## src/rtl/evt_ctr_pkg.sv

```systemverilog
package evt_ctr_pkg;
  parameter int unsigned DEF_NUM_CTRS  = 8;
  parameter int unsigned DEF_CTR_W     = 64;
  parameter int unsigned DEF_EVT_ID_W  = 8;
  parameter int unsigned DEF_EVT_ID_MAX = 16;
endpackage

```

## src/rtl/evt_id_legalize.sv

```systemverilog
module evt_id_legalize #(
  parameter int unsigned EVT_ID_W   = 8,
  parameter int unsigned EVT_ID_MAX = 16
) (
  input  logic [EVT_ID_W-1:0] id_i,
  output logic [EVT_ID_W-1:0] id_o
);
  localparam logic [EVT_ID_W:0] MAX_EXT = (EVT_ID_W+1)'(EVT_ID_MAX);

  always_comb begin
    if (id_i == '0 || {1'b0, id_i} >= MAX_EXT) id_o = '0;
    else id_o = id_i;
  end
endmodule

```

## src/rtl/evt_ctr_slice.sv

```systemverilog
module evt_ctr_slice #(
  parameter int unsigned CTR_W      = 64,
  parameter int unsigned EVT_ID_W   = 8,
  parameter int unsigned EVT_ID_MAX = 16
) (
  input  logic                clk_i,
  input  logic                rst_ni,
  input  logic                inc_i,
  input  logic [EVT_ID_W-1:0] evt_id_i,
  input  logic                sel_we_i,
  input  logic                ctr_we_i,
  input  logic [CTR_W-1:0]    wdata_i,
  output logic [CTR_W-1:0]    cnt_o,
  output logic [EVT_ID_W-1:0] sel_id_o,
  output logic                sel_of_o,
  output logic                sum_o,
  output logic                wrap_new_o
);
  logic [CTR_W-1:0]    cnt_q;
  logic [EVT_ID_W-1:0] id_q, id_legal;
  logic                of_q, sum_q, hit, wrap_new;

  evt_id_legalize #(.EVT_ID_W(EVT_ID_W), .EVT_ID_MAX(EVT_ID_MAX)) legal_i (
    .id_i (wdata_i[EVT_ID_W-1:0]),
    .id_o (id_legal)
  );

  // software access to this slice wins over counting
  assign hit      = inc_i && !sel_we_i && !ctr_we_i && id_q != '0 && id_q == evt_id_i;
  assign wrap_new = hit && (&cnt_q) && !sum_q;

  always_ff @(posedge clk_i or negedge rst_ni) begin
    if (!rst_ni) begin
      cnt_q <= '0;
      id_q  <= '0;
      of_q  <= 1'b0;
      sum_q <= 1'b0;
    end else begin
      if (ctr_we_i)  cnt_q <= wdata_i;
      else if (hit)  cnt_q <= cnt_q + 1'b1;
      if (sel_we_i) begin
        id_q <= id_legal;
        of_q <= wdata_i[EVT_ID_W];
        if (!wdata_i[EVT_ID_W]) sum_q <= 1'b0;
      end else if (wrap_new) begin
        of_q  <= 1'b1;
        sum_q <= 1'b1;
      end
    end
  end

  assign cnt_o      = cnt_q;
  assign sel_id_o   = id_q;
  assign sel_of_o   = of_q;
  assign sum_o      = sum_q;
  assign wrap_new_o = wrap_new;

  AST_INHIBIT_HOLD: assert property (@(posedge clk_i) disable iff (!rst_ni)
    (!inc_i && !ctr_we_i) |=> $stable(cnt_q));
  AST_ZERO_ID_IDLE: assert property (@(posedge clk_i) disable iff (!rst_ni)
    (id_q == '0 && !ctr_we_i) |=> $stable(cnt_q));
  AST_ID_LEGAL: assert property (@(posedge clk_i) disable iff (!rst_ni)
    (id_q == '0 || 32'(id_q) < EVT_ID_MAX));
  AST_WRAP_FLAGS: assert property (@(posedge clk_i) disable iff (!rst_ni)
    (inc_i && !sel_we_i && !ctr_we_i && id_q != '0 && id_q == evt_id_i && (&cnt_q) && !sum_q)
      |=> (sum_q && of_q && cnt_q == '0));
  AST_SUM_STICKY: assert property (@(posedge clk_i) disable iff (!rst_ni)
    (sum_q && !sel_we_i) |=> sum_q);
endmodule

```

## src/rtl/evt_ctr_bank.sv

```systemverilog
module evt_ctr_bank
  import evt_ctr_pkg::*;
#(
  parameter int unsigned NUM_CTRS   = DEF_NUM_CTRS,
  parameter int unsigned CTR_W      = DEF_CTR_W,
  parameter int unsigned EVT_ID_W   = DEF_EVT_ID_W,
  parameter int unsigned EVT_ID_MAX = DEF_EVT_ID_MAX,
  localparam int unsigned IDX_W     = $clog2(NUM_CTRS) + 1,
  localparam int unsigned SEL_W     = EVT_ID_W + 1
) (
  input  logic                clk_i,
  input  logic                rst_ni,
  input  logic                evt_valid_i,
  input  logic [EVT_ID_W-1:0] evt_id_i,
  input  logic [NUM_CTRS-1:0] evt_match_i,
  input  logic [NUM_CTRS:0]   inhibit_i,
  input  logic                sel_we_i,
  input  logic                ctr_we_i,
  input  logic [IDX_W-1:0]    wr_idx_i,
  input  logic [CTR_W-1:0]    wr_data_i,
  input  logic [IDX_W-1:0]    rd_idx_i,
  output logic [CTR_W-1:0]    ctr_rd_o,
  output logic [SEL_W-1:0]    sel_rd_o,
  output logic [NUM_CTRS:0]   ovf_sum_o,
  output logic                irq_o
);
  logic [CTR_W-1:0]    cnt   [NUM_CTRS];
  logic [EVT_ID_W-1:0] sel_id[NUM_CTRS];
  logic [NUM_CTRS-1:0] sel_of, sum, wrap_new;
  logic                irq_q;

  for (genvar g = 0; g < NUM_CTRS; g++) begin : g_ctr
    logic sel_we_g, ctr_we_g, inc_g;
    assign sel_we_g = sel_we_i && wr_idx_i == IDX_W'(g);
    assign ctr_we_g = ctr_we_i && wr_idx_i == IDX_W'(g);
    assign inc_g    = evt_valid_i && evt_match_i[g] && !inhibit_i[g+1];

    evt_ctr_slice #(.CTR_W(CTR_W), .EVT_ID_W(EVT_ID_W), .EVT_ID_MAX(EVT_ID_MAX)) slice_i (
      .clk_i      (clk_i),
      .rst_ni     (rst_ni),
      .inc_i      (inc_g),
      .evt_id_i   (evt_id_i),
      .sel_we_i   (sel_we_g),
      .ctr_we_i   (ctr_we_g),
      .wdata_i    (wr_data_i),
      .cnt_o      (cnt[g]),
      .sel_id_o   (sel_id[g]),
      .sel_of_o   (sel_of[g]),
      .sum_o      (sum[g]),
      .wrap_new_o (wrap_new[g])
    );
  end

  // coincident causes merge into one pulse
  always_ff @(posedge clk_i or negedge rst_ni) begin
    if (!rst_ni) irq_q <= 1'b0;
    else         irq_q <= |wrap_new;
  end

  always_comb begin
    ctr_rd_o = '0;
    sel_rd_o = '0;
    for (int i = 0; i < NUM_CTRS; i++) begin
      if (rd_idx_i == IDX_W'(i)) begin
        ctr_rd_o = cnt[i];
        sel_rd_o = {sel_of[i], sel_id[i]};
      end
    end
  end

  assign ovf_sum_o = {sum, 1'b0};
  assign irq_o     = irq_q;

  AST_SUM_BIT0: assert property (@(posedge clk_i) disable iff (!rst_ni)
    !ovf_sum_o[0]);
  AST_IRQ_CAUSE: assert property (@(posedge clk_i) disable iff (!rst_ni)
    irq_o |-> (ovf_sum_o != $past(ovf_sum_o)));
  AST_IRQ_PULSE: assert property (@(posedge clk_i) disable iff (!rst_ni)
    (irq_o && !$past(sel_we_i)) |=> !irq_o || (ovf_sum_o != $past(ovf_sum_o)));
endmodule

```

## config.mk

```make
export PLATFORM = sky130hd
export DESIGN_NAME = evt_ctr_bank
export DESIGN_NICKNAME = d
export VERILOG_FILES = /design/src/rtl/evt_ctr_pkg.sv /design/src/rtl/evt_id_legalize.sv /design/src/rtl/evt_ctr_slice.sv /design/src/rtl/evt_ctr_bank.sv
export SDC_FILE = /design/constraint.sdc
export NUM_CORES = 2
export LEC_CHECK = 0
export BUFFER_PORTS_ARGS = -buffer_cell sky130_fd_sc_hd__clkbuf_2
export CAP_MARGIN = 5
export CORE_MARGIN = 3
export CORE_UTILIZATION = 40
export DETAILED_ROUTE_END_ITERATION = 16
export GPL_ROUTABILITY_DRIVEN = 0
export PLACE_DENSITY_LB_ADDON = 0.25
export SYNTH_ARGS = -nofsm -noshare
export SYNTH_HDL_FRONTEND = slang
export SYNTH_SLANG_ARGS = --single-unit
```

## constraint.sdc

```tcl
create_clock -name clk_i -period 3.2 [get_ports clk_i]
set_input_delay 0.32 -clock clk_i [delete_from_list [all_inputs] [get_ports clk_i]]
set_output_delay 0.32 -clock clk_i [all_outputs]
set_load 0.05 [all_outputs]
```

==> summary.txt <==
Timing
  • Layout Skew: about 36 ps
  • Minimum clock period: between 3000 and 4000 ps
  • Final setup TNS: 0 ps
  • Total count of max-transition violations in the final report: 0
  • Relative max-transition margin: 30.1%
  • Number of hold-slack violations in the final timing report: 0
  • Total of endpoints with negative setup slack in the final report: 0
  • Portion of the clock cycle consumed by the worst path in the final layout: 94.2%
  • Measured slew at the worst slew-check pin: roughly 1000 ps
  • F_max: between 300 and 400 MHz
  • Unrepaired setup endpoints after global routing: no

Yosys
  • Mean area per synthesized cell: 8.10 um^2
  • Synth top cells by count: nand2_1 (754), dfrtp_1 (593), o21ai_0 (453)
  • Synth Warn #: 0
  • Sequential-to-total area share from yosys stat: between 30% and 40%
  • Netlist Area Pre-Place: between 0.03 and 0.04 mm^2
  • #FFs+latches synth: roughly 590
  • Cells after synthesis: around 4600
  • Ys async rst share: between 90% and 100%
  • Biggest area consumer among synthesized cells: dfrtp_1
  • Synth top area share: between 30% and 40%
  • Top FF cell, synth: dfrtp_1
  • EDFF count, synth: 0
  • Synthesized netlist net count: 4702
  • Most repeated cell in the gate-level netlist after synthesis: nand2_1
  • Ranking of synthesized cells by area: dfrtp_1 (40%), nand2_1 (7.6%), o21ai_0 (6.1%), xnor2_1 (5.7%), xor2_1 (4.7%)
  • Number of different library cells in the post-synthesis netlist: 77

Global route
  • GRT Util Overall: around a third
  • Initial antenna violation count: 7
  • Overflow after GRT: 0
  • Largest net degree at the start of global routing: between 100 and 150
  • Vias in the first global route: ~35000
  • First-pass GRT wire length: between 200000 and 250000 um

Drt
  • Total wirelength of the detailed-routed design: about 160000 um
  • Overall via count from detail_route: between 30000 and 40000
  • Routed Antenna Nets: 0
  • DRC violation total after the first TritonRoute iteration: roughly 5200
  • Number of remaining DRC errors: 0
  • Routed len/inst: ~26 um
  • Via density: around 6.2
  • Drt first pass iters: 7

Floorplanning
  • Starting Density: about two fifths
  • Core box area: 0.0919 mm^2
  • Die Span Y: roughly 310 um
  • Die ar.: 0.0967 mm^2
  • # rows: 111
  • Number of ports placed on the die boundary: around 190
  • DIE WIDTH: around 310 um

Critical path
  • CP max FO: 26
  • Data required, critical path: 2880 ps
  • Worst setup path startpoint: rd_idx_i[2]
  • Category of the most critical setup path: primary input to output port
  • Type of element launching the critical path: primary input
  • Endpoint class of the critical path: output port
  • Startpoint of the most critical register-to-register path: g_ctr[0].slice_i.sel_id_o[5]$_DFFE_PN0P_
  • Signal arrival time at the worst endpoint: between 2000 and 3000 ps

Pwr
  • Power density relative to cell area: about 550 mW/mm^2
  • Part of the power in combinational logic: between 10% and 20%
  • Switching fraction of total power: 34.7%
  • Sequential group share of total power: a little under half
  • Worst vdd rail ir drop: between 0.3 and 0.4 mV
  • Clock group share of total power: 34.5%
  • Internal portion of total power: 15.8 mW
  • Static leakage: about 17 nW
  • Switching component of the power: ~8.4 mW

CTS
  • Number of sinks driven by the clock tree: roughly 590
  • Clock root buffer: clkbuf_16
  • Deepest level of the CTS H-tree: 3
  • Num CTS Buffers: 72
  • Clock transition time at the flip-flop clock pins of the worst setup and hold paths: ~60 ps
  • Later-pin clock latency in the skew report: 640 ps
  • Resized Gates After CTS: 0
  • Deepest clock path buffer count: 3
  • Clock tree from TritonCTS: done

Placed design
  • Number of buffers added on ports: about 180
  • Cells after DPL: approximately 5900
  • DP Wirelength: 119000 um

Cells and area
  • Fraction of layout cells with a size suffix above 1: 12.0%
  • Number of cells in the finished layout apart from fillers: about 6000
  • Post-synthesis to final-layout area growth: 17.9%
  • Net count reported at finish: approximately 4800

Min path
  • Launch instance of the worst min-delay path: wr_data_i[43]
  • Class of the tightest hold or removal check: primary input to register

Run
  • Number of maximum-capacitance constraint violations: 0

Outcome
  • Run status: completed
-- layer usage --
layer	vias to the layer above	global-route usage [%]	share of wire, %
met5	-	0	0.0082
met1	18200	44.6	40
met3	341	8.70	13
met4	2	12.7	4.2
li1	16600	-	-
met2	2221	46.6	42
-- cell families (layout without fill, tap and decap cells) --
logic type                 after synthesis  count (layout)  share of synthesized area [%]
xor gates and xnor gates               440             440                           10.4
muxes                                   25              25                          0.696
DFF                                    593             593                           39.9
AOI/OAI and AO/OA                     1062            1062                           17.5
and+or+nand+nor                       2045            2045                           26.9
adders and majority gates                8               8                          0.269
buffers and inverters                  418             582                           4.44
other                                    1               9                         0.0101
-- state kept, by name, indices dropped and copies added (netlist names) --
register	cells
irq_o	1
g_ctr.slice_i.sel_of_o	8
g_ctr.slice_i.cnt_o	512
g_ctr.slice_i.sum_o	8
g_ctr.slice_i.sel_id_o	64
-- through the flow --
stage	setup slack [ps]	total power, mW	utilization [%]	hold WS [ps]	area, um^2
after floorplan	110	13.3	-	24.4	37300
after global placement	20.9	15.6	45.1	304	41500
after detailed placement	27.6	15.7	45.1	306	41500
after CTS	238	24.0	47.7	77.7	43800
after global routing	24.3	25.0	47.7	101	43800
final	184	24.1	47.7	120	43800
-- critical path: stages --
cell and delay [ps]:
clkbuf_2 260, nand2b_1 200, nor3_2 410, buf_12 270, buf_4 160, a22oi_1 80
nand4_1 330, o21ai_0 240, nand2_1 120, clkbuf_2 280
-- power groups by stage --
stage                     clock network [mW]  registers, mW  logic [mW]
final                                   8.31           11.1        4.68
after global routing                    8.68           11.3        5.06
after CTS                               8.37           11.0        4.62
after detailed placement                   0           11.1        4.59
after global placement                     0           11.1        4.50
after floorplan                            0           10.3        3.00
-- worst paths after layout --
kind | end | slack [ps] | cells past startpoint
max | ctr_rd_o[23] | 180 | 10
max in group asynchronous | g_ctr[1].slice_i.cnt_o[17]$_DFFE_PN0P_ | 1950 | 3
min in group asynchronous | g_ctr[7].slice_i.cnt_o[4]$_DFFE_PN0P_ | 250 | 2
min reg2reg | g_ctr[6].slice_i.cnt_o[63]$_DFFE_PN0P_ | 500 | 2
min | g_ctr[5].slice_i.cnt_o[43]$_DFFE_PN0P_ | 120 | 3
max reg2reg | g_ctr[0].slice_i.cnt_o[22]$_DFFE_PN0P_ | 200 | 7
-- cell usage in the layout, fill, tap and decap left out, drive strengths merged, types with 8 or more instances in the layout --
cell      n
or2      10
o21ai   463
ha        8
nor3b    10
a221oi   11
o211ai   27
o22a     16
or4      13
buf     275
nand2b   13
clkbuf  217
nand2   754
dfrtp   593
and2     61
xnor2   241
nor2b    18
nor4     92
inv      73
and3     92
a41oi    20
xor2    199
mux2i    18
clkinv   12
a21oi   204
a22o     15
a221o    22
nand3b   17
nand4   199
diode     8
or3      20
a22oi   176
nor3    138
a31oi    31
o311ai   39
and4     42
nor2    316
nand3   230
-- cell type report --
class,instances,area (um^2)
fill,8915,48100
multi-input combinational,3581,20900
sequential,593,14800
timing repair buffer,387,3900
clock buffer,106,2200
tap,1243,1560
inverter,71,267
clock inverter,18,134
antenna,8,20.0
-- timing repair --
action / CTS / global route
hold buffers: 1 / 0
hold endpoints to repair: 46 / 0
buffers inserted: 0 / 0
Power figures use the tool's default switching activity.
